## src/rtl/mlspwm_pkg.sv

```systemverilog
package mlspwm_pkg;

  localparam int NBAND = 4;

  typedef enum logic [1:0] {
    DISP_INPHASE   = 2'd0,
    DISP_HALFSPLIT = 2'd1,
    DISP_ALTERNATE = 2'd2,
    DISP_QUARTER   = 2'd3
  } disp_e;

  // Which bands run half a period away from the base phase.
  function automatic logic band_mirrored(input disp_e m, input int b);
    case (m)
      DISP_HALFSPLIT: return (b < NBAND / 2);
      DISP_ALTERNATE: return ((b % 2) == 1);
      default:        return 1'b0;
    endcase
  endfunction

endpackage

```

## src/rtl/mlspwm_phase_gen.sv

```systemverilog
module mlspwm_phase_gen
  import mlspwm_pkg::*;
#(
  parameter int CW = 8
) (
  input  logic          clk,
  input  logic          rst_ni,
  input  logic [CW-1:0] half_per,
  input  disp_e         mode_in,
  output logic [CW:0]   ph,
  output disp_e         mode_q,
  output logic          peak_q
);

  localparam int SW = CW + 2;

  logic [SW-1:0] two_h;
  logic [SW-1:0] ph_inc;
  logic          at_peak;
  logic [CW:0]   ph_nxt;
  disp_e         mode_nxt;

  always_comb begin
    two_h    = {1'b0, half_per, 1'b0};
    ph_inc   = {1'b0, ph} + 1'b1;
    at_peak  = (ph == {1'b0, half_per});
    ph_nxt   = (ph_inc >= two_h) ? '0 : ph_inc[CW:0];
    mode_nxt = at_peak ? mode_in : mode_q;
  end

  always_ff @(posedge clk or negedge rst_ni) begin
    if (!rst_ni) begin
      ph     <= '0;
      mode_q <= DISP_INPHASE;
      peak_q <= 1'b0;
    end else begin
      ph     <= ph_nxt;
      mode_q <= mode_nxt;
      peak_q <= at_peak;
    end
  end

  // the arrangement only moves on the peak edge
  a_r10_mode_hold: assert property (@(posedge clk) disable iff (!rst_ni)
    (ph != {1'b0, half_per}) |=> $stable(mode_q));

  // a strobe never lasts two cycles
  a_r2_peak_single: assert property (@(posedge clk) disable iff (!rst_ni)
    peak_q |=> !peak_q);

  // the phase either advances by one or wraps to zero
  a_r2_phase_step: assert property (@(posedge clk) disable iff (!rst_ni)
    rst_ni |=> ((ph == 0) || (ph == $past(ph) + 1'b1)));

endmodule

```

## src/rtl/mlspwm_band.sv

```systemverilog
module mlspwm_band
  import mlspwm_pkg::*;
#(
  parameter int CW   = 8,
  parameter int BAND = 0
) (
  input  logic [CW:0]          ph,
  input  logic [CW-1:0]        half_per,
  input  disp_e                mode,
  output logic signed [CW+2:0] carrier
);

  localparam int SW = CW + 2;
  localparam int RW = CW + 3;

  logic [SW-1:0]        hh;
  logic [SW-1:0]        two_h;
  logic [SW-1:0]        shift;
  logic [SW-1:0]        psum;
  logic [SW-1:0]        pwrap;
  logic [SW-1:0]        tri_v;
  logic signed [RW-1:0] hs;
  logic signed [RW-1:0] ofs;

  always_comb begin
    hh    = SW'(half_per);
    two_h = hh << 1;
    if (mode == DISP_QUARTER)
      shift = SW'(BAND) * (hh >> 1);
    else if (band_mirrored(mode, BAND))
      shift = hh;
    else
      shift = '0;
    psum  = SW'(ph) + shift;
    pwrap = (psum >= two_h) ? (psum - two_h) : psum;
    tri_v = (pwrap <= hh) ? pwrap : (two_h - pwrap);
    hs    = signed'(RW'(half_per));
    ofs   = signed'(RW'(BAND - NBAND / 2)) * hs;
    carrier = signed'(RW'(tri_v)) + ofs;
  end

endmodule

```

## src/rtl/mlspwm_pair_cmp.sv

```systemverilog
module mlspwm_pair_cmp #(
  parameter int RW = 11
) (
  input  logic                 clk,
  input  logic                 rst_ni,
  input  logic signed [RW-1:0] ref_smp,
  input  logic signed [RW-1:0] carrier,
  output logic                 gate_hi,
  output logic                 gate_lo
);

  logic hi_nxt;
  logic lo_nxt;

  always_comb begin
    hi_nxt = (ref_smp >= carrier);
    lo_nxt = ~hi_nxt;
  end

  always_ff @(posedge clk or negedge rst_ni) begin
    if (!rst_ni) begin
      gate_hi <= 1'b0;
      gate_lo <= 1'b0;
    end else begin
      gate_hi <= hi_nxt;
      gate_lo <= lo_nxt;
    end
  end

  // once running, the two sides of the pair never agree
  a_r5_complement: assert property (@(posedge clk) disable iff (!rst_ni)
    rst_ni |=> (gate_lo == !gate_hi));

endmodule

```

## src/rtl/mlspwm_gen.sv

```systemverilog
module mlspwm_gen
  import mlspwm_pkg::*;
#(
  parameter int CW = 8
) (
  input  logic               clk,
  input  logic               rst_n,
  input  logic [CW-1:0]      half_per,
  input  logic [1:0]         mode_sel,
  input  logic signed [CW+2:0] ref_smp,
  output logic [NBAND-1:0]   gate_hi,
  output logic [NBAND-1:0]   gate_lo,
  output logic               peak_stb
);

  localparam int RW = CW + 3;

  logic [1:0]           rst_sync;
  logic                 rst_i;
  logic [CW:0]          ph;
  disp_e                mode_q;
  logic signed [RW-1:0] carr [NBAND];
  logic signed [RW-1:0] hs;

  always_ff @(posedge clk or negedge rst_n) begin
    if (!rst_n) rst_sync <= 2'b00;
    else        rst_sync <= {rst_sync[0], 1'b1};
  end

  always_comb begin
    rst_i = rst_sync[1];
    hs    = signed'(RW'(half_per));
  end

  mlspwm_phase_gen #(.CW(CW)) u_phase (
    .clk     (clk),
    .rst_ni  (rst_i),
    .half_per(half_per),
    .mode_in (disp_e'(mode_sel)),
    .ph      (ph),
    .mode_q  (mode_q),
    .peak_q  (peak_stb)
  );

  for (genvar b = 0; b < NBAND; b++) begin : g_band
    mlspwm_band #(.CW(CW), .BAND(b)) u_band (
      .ph      (ph),
      .half_per(half_per),
      .mode    (mode_q),
      .carrier (carr[b])
    );

    // Pair k+1 takes band NBAND-1-k, so pair 1 sits at the top.
    mlspwm_pair_cmp #(.RW(RW)) u_cmp (
      .clk    (clk),
      .rst_ni (rst_i),
      .ref_smp(ref_smp),
      .carrier(carr[b]),
      .gate_hi(gate_hi[NBAND-1-b]),
      .gate_lo(gate_lo[NBAND-1-b])
    );

    // each carrier stays inside its own band
    a_r3_band_range: assert property (@(posedge clk) disable iff (!rst_i)
      (carr[b] >= signed'(RW'(b - NBAND / 2)) * hs) &&
      (carr[b] <= signed'(RW'(b + 1 - NBAND / 2)) * hs));
  end

  // stacked bands give a thermometer code, filling from the bottom pair
  a_r4_thermometer: assert property (@(posedge clk) disable iff (!rst_i)
    (!gate_hi[0] || gate_hi[1]) && (!gate_hi[1] || gate_hi[2]) &&
    (!gate_hi[2] || gate_hi[3]));

  // in-phase carriers sit exactly one band height apart
  a_r6_inphase_spacing: assert property (@(posedge clk) disable iff (!rst_i)
    (mode_q == DISP_INPHASE) |->
      ((carr[1] - carr[0] == hs) && (carr[3] - carr[2] == hs)));

  // antiphase halves mirror one another about zero
  a_r7_halfsplit_mirror: assert property (@(posedge clk) disable iff (!rst_i)
    (mode_q == DISP_HALFSPLIT) |-> (carr[2] + carr[1] == 0));

  // the strobe is silent while the internal reset holds
  a_r1_quiet_in_reset: assert property (@(posedge clk)
    !rst_i |=> !peak_stb || rst_i);

endmodule

```

## config.mk

```make
export PLATFORM = sky130hd
export DESIGN_NAME = mlspwm_gen
export DESIGN_NICKNAME = d
export VERILOG_FILES = /design/src/rtl/mlspwm_pkg.sv /design/src/rtl/mlspwm_phase_gen.sv /design/src/rtl/mlspwm_band.sv /design/src/rtl/mlspwm_pair_cmp.sv /design/src/rtl/mlspwm_gen.sv
export SDC_FILE = /design/constraint.sdc
export NUM_CORES = 1
export LEC_CHECK = 0
export BUFFER_PORTS_ARGS = -buffer_cell sky130_fd_sc_hd__buf_2
export CORE_ASPECT_RATIO = 2
export CORE_MARGIN = 2
export CORE_UTILIZATION = 65
export DETAILED_ROUTE_END_ITERATION = 7
export GPL_ROUTABILITY_DRIVEN = 1
export PLACE_DENSITY = 0.9
export SYNTH_ARGS = -nofsm -noshare
export SYNTH_HDL_FRONTEND = slang
export SYNTH_SLANG_ARGS = --single-unit
```

## constraint.sdc

```tcl
create_clock -name clk -period 0.8 [get_ports clk]
set_input_delay 0.16 -clock clk [delete_from_list [all_inputs] [get_ports clk]]
set_output_delay 0.16 -clock clk [all_outputs]
set_load 0.05 [all_outputs]
```

==> results of run 1 <==
## kinds of logic after synthesis
logic type      after synthesis
fa+ha+maj                   237
simple gates                324
buf+inv                     110
xor+xnor                    116
mux                          31
other cells                   1
compound gates              346
flops                        22
## metrics by stage
| step | util (%) | area, µm² |
|---|---|---|
| after detailed placement | 94.2 | 13200 |
| after global placement | 94.2 | 13200 |
| after floorplan | - | 9730 |
==> impl_results.md, run 1 <==
- Clock sinks: 22
- Dominant cell type by area after synthesis: ha_1
- Ys async rst share: 100%
- Die X: 88.5 µm
- Root Buffer: clkbuf_16
- I/O Buffers: 31
- Place WS: -7860 ps
- Post-Synth Simple-Gate Area: between 15 and 20%
- Share of the synthesized area in the top cell type: 29.8%
- Gpl congestion: 1.05
- Post-synth top flop: dfrtp_1
- Resize count post-CTS: approximately 200
- Clock Path Buffers: 2
- HPWL Detailed: 37,000 µm
- Synth top cells by count: ha_1 (221), a21oi_1 (101), nor2_1 (89), inv_1 (88), xnor2_1 (86)
- Compound-gate portion of the synthesized area: 23.6%
- CTS H-tree depth: 1
- Synth Area in XOR/XNOR: roughly 11%
- Largest cells by area after synthesis: ha_1 (30%), xnor2_1 (8.1%), dfrtp_1 (5.9%), a21oi_1 (5.4%), o21ai_0 (4.4%)
- Sequential area share after synthesis: 5.93%
- Post-CTS Hold Buffers: 1
- Post-synthesis mux area share: 3.59%
- EDFF count, synth: 0
- Most common cell in the netlist: ha_1
- Post-Syn Instances: about 1,200
- Die Ht: 173 µm
- Yosys reg bits: 22
- Largest family of logic cells by synthesized area: adder cells
- Syn_nets: 1,447
- Placed Cells: around 1,800
- Stop err: [ERROR DPL-0038] Utilization greater than 100%, impossible to legalize
- Postcts setup bufs: 70
- Rows: just over 60
- Syn. warnings: 0
- Starting Density: 66.5%
- Status: aborted with a tool error
- Netlist cell types: 66
- Last stage: clock tree synthesis
- Area of the mapped netlist: 9280 µm²
- Adder-Cell Fraction of Synth Area: 33.2%
- Syn avg cell area: 7.82 µm²
- I/O Pins: 32
- Cts bufs inserted: 3
==> run 2, diff against run 1 <==
Settings changed: CORE_ASPECT_RATIO 2 to not set, CORE_UTILIZATION 65 to 40, PLACE_DENSITY 0.9 to not set, PLACE_DENSITY_LB_ADDON set to 0.15.
==> run 2 against run 1 <==
The flow now finishes, with violations (setup timing). Synthesized area is the same. Synthesized cell count is the same.
==> impl_results.md, run 2 <==
- Critical Path AT: 8020 ps
- Final ANT Viol Nets: 0
- Rows: 55 (was 61)
- Nets@finish: 1,978
- Drt first pass iters: 5
- WHS: a little over 90 ps
- CTS H-tree depth: 1 (unchanged)
- Fin area: 15,000 µm²
- Post-Syn Instances: 1,187 (unchanged)
- Syn avg cell area: 7.82 µm² (unchanged)
- I/O Buffers: 31 (unchanged)
- Area of the mapped netlist: 9280 µm² (unchanged)
- Critical setup path kind: reg -> reg
- Hold violation count in the final report: 0
- Most frequent cells in the layout: buf_4 (493), ha_1 (188), xnor2_1 (79)
- Pin count of the biggest net entering global routing: 21
- Biggest regs: u_phase.ph: 9 flops, g_band.u_cmp.gate_hi: 4 flops, g_band.u_cmp.gate_lo: 4 flops
- CP max-delay cell: dfrtp_1
- Syn. warnings: 0 (unchanged)
- First-pass GRT wire length: 54,700 µm
- Gpl congestion: 0.941 (was 1.05)
- Initial antenna violation count: 1
- Max Cap Violations: 0
- Multi-input logic area: 9400 µm²
- Post-DR vias/cell: about 5.3
- EDFF count, synth: 0 (unchanged)
- Buffers plus inverters on the worst setup path: 17
- Largest register FFs: 9
- Most common cell in the netlist: ha_1 (unchanged)
- Crit. path cell count: between 40 and 50
- Residual DRC count: 0
- Dominant cell type by area after synthesis: ha_1 (unchanged)
- Worst Setup EP: g_band[3].u_cmp.gate_lo
- Largest cells by area after synthesis: ha_1 (30%), xnor2_1 (8.1%), dfrtp_1 (5.9%), a21oi_1 (5.4%), o21ai_0 (4.4%) (unchanged)
- FF-to-FF End: g_band[3].u_cmp.gate_lo
- Worst path max stage delay: 400 ps
- Crit path launch type: flip-flop
- Worst skew pair latency: about 280 ps
- DRT iter0 DRCs: approximately 480
- Yosys reg bits: 22 (unchanged)
- Final critical-path required period: slightly below 8000 ps
- Cts bufs inserted: 3 (unchanged)
- Clock Path Buffers: 2 (unchanged)
- Clock transition at the registers of the reported paths: 80 ps
- HPWL Detailed: 27,000 µm (was 37,000 µm)
- Ratio of cells with drive above 1 in the final layout: around 44%
- Top reg by flops: u_phase.ph
- Post-synth top flop: dfrtp_1 (unchanged)
- Reg2Reg Depth: 47
- CP required: ~970 ps
- Global route overflow: 0
- Max Clock Freq: 127 MHz
- Netlist cell types: 66 (unchanged)
- Die X: 156 µm (was 88.5 µm)
- Most common cell on crit path: buf_4
- Hold Path Class: in -> reg
- Compound-gate portion of the synthesized area: 23.6% (unchanged)
- Clock sinks: 22 (unchanged)
- Vias in the first global route: around 11,000
- Vias post-DR: 10,700
- Adder-Cell Fraction of Synth Area: 33.2% (unchanged)
- Avg WL per Cell: 17.6 µm
- Post-Synth Simple-Gate Area: 17.7% (unchanged)
- Register area: 556 µm²
- Worst Skew: 8.31 ps
- Endpoints failing setup: 29
- Reg-to-reg setup timing slack: -7050 ps
- Post-synthesis mux area share: 3.59% (unchanged)
- Final Cycle Share: 981%
- Failing checks: setup timing
- Final setup margin: -7050 ps
- CP Launch Point: u_phase.mode_q[0]
- Fin. max-slew vios: 0
- Status: finished, violations left (was aborted with a tool error)
- Syn_nets: 1,447 (unchanged)
- Die area: around 24,000 µm²
- Starting Density: 40.9% (was 66.5%)
- Synth Area in XOR/XNOR: 10.9% (unchanged)
- Final WL: between 30,000 and 40,000 µm
- RSZ-0062 raised after global routing: true
- CP Capture Type: flip-flop
- DP Area: 13,200 µm² (about the same)
- Setup TNS: -72,910 ps
- Hold_sp: mode_sel[0]
- Ys async rst share: 100% (unchanged)
- Synth top cells by count: ha_1 (221), a21oi_1 (101), nor2_1 (89), inv_1 (88), xnor2_1 (86) (unchanged)
- Sequential area share after synthesis: 5.93% (unchanged)
- Fill count: 1,858
- RR Startpoint: u_phase.mode_q[0]
- I/O Pins: 32 (unchanged)
- CTS tree: done
- Root Buffer: clkbuf_16 (unchanged)
- Critical path fanouts, max: 6
- Crit path max-delay family: compound AO/OA/AOI/OAI gates
- Die Ht: 156 µm (was 173 µm)
- Leading cell type in the layout, fill and taps excluded: buf_4
- GRT Overall Usage: 28.4%
- Placeable core area: 22,700 µm²
- Area Overhead vs Synth: 61.6%
- Largest family of logic cells by synthesized area: adder cells (unchanged)
- Share of the synthesized area in the top cell type: 29.8% (unchanged)
==> run 2: cell counts after synthesis <==
Identical to the previous run, type by type.
==> run 2: worst min path at each step <==
stage / end / slack [ps] / depth (start not counted)
after floorplan: rst_sync[0] / -140 / 0
after global placement: rst_sync[0] / -50 / 1
after detailed placement: rst_sync[1] / -50 / 1
after CTS: u_phase.mode_q[1] / 110 / 3
after global routing: u_phase.mode_q[0] / 110 / 3
final: u_phase.mode_q[0] / 90 / 3
==> run 2: what timing repair did <==
action / CTS / global route
pin swaps: 89 / 110
setup endpoints to repair: 29 / 29
hold endpoints to repair: 2 / 0
setup buffers: 75 / 23
resized for setup: 104 / 106
cloned: 0 / 1
hold buffers: 1 / 0
==> run 2: kinds of logic after synthesis <==
| kind of cell | Yosys count |
|---|---|
| AND/OR/NAND/NOR | 324 |
| multiplexers | 31 |
| adder cells (fa/ha/maj) | 237 |
| other | 1 |
| AO/OA/AOI/OAI | 346 |
| XOR/XNOR | 116 |
| buffers and inverters | 110 |
| flip-flops | 22 |
==> run 2: through the flow <==
stage	setup slack (ps)	std cells	utilization (%)
detailed placement	-7290	1901	58.3
global route	-7460	2002	66.0
global placement	-7200	1901	58.3
CTS	-6960	1981	63.1
finish	-7050	2004	66.0
floorplan	-6930	1187	-
==> run 2: area by class of cell <==
class | count | area share, %
multi-input cells | 1055 | 62.7
repair buffers | 548 | 28.1
flip-flops and latches | 22 | 3.70
well taps | 285 | 2.38
inverters | 88 | 2.33
clock buffers | 3 | 0.501
clock inverters | 1 | 0.200
diodes | 2 | 0.0334
==> run 2: metal layers <==
metal  up-vias  track usage (%)  wire, µm
met5         -                0         0
met4         0             12.3      1580
met3       101             2.85      1450
met2       219             50.3     17100
met1      4986             35.0     15000
li1       5353                -         -
==> run 2: tightest hold or removal path: cells and delay by family <==
kind / cells / cell delay (ps)
compound gates: 1 / 50
buf+inv: 1 / 80
simple gates: 1 / 60
Power of run 2 is left out: the tool's default activity adds up to more than one toggle a clock period on the data nets, which glitch-free logic cannot reach.
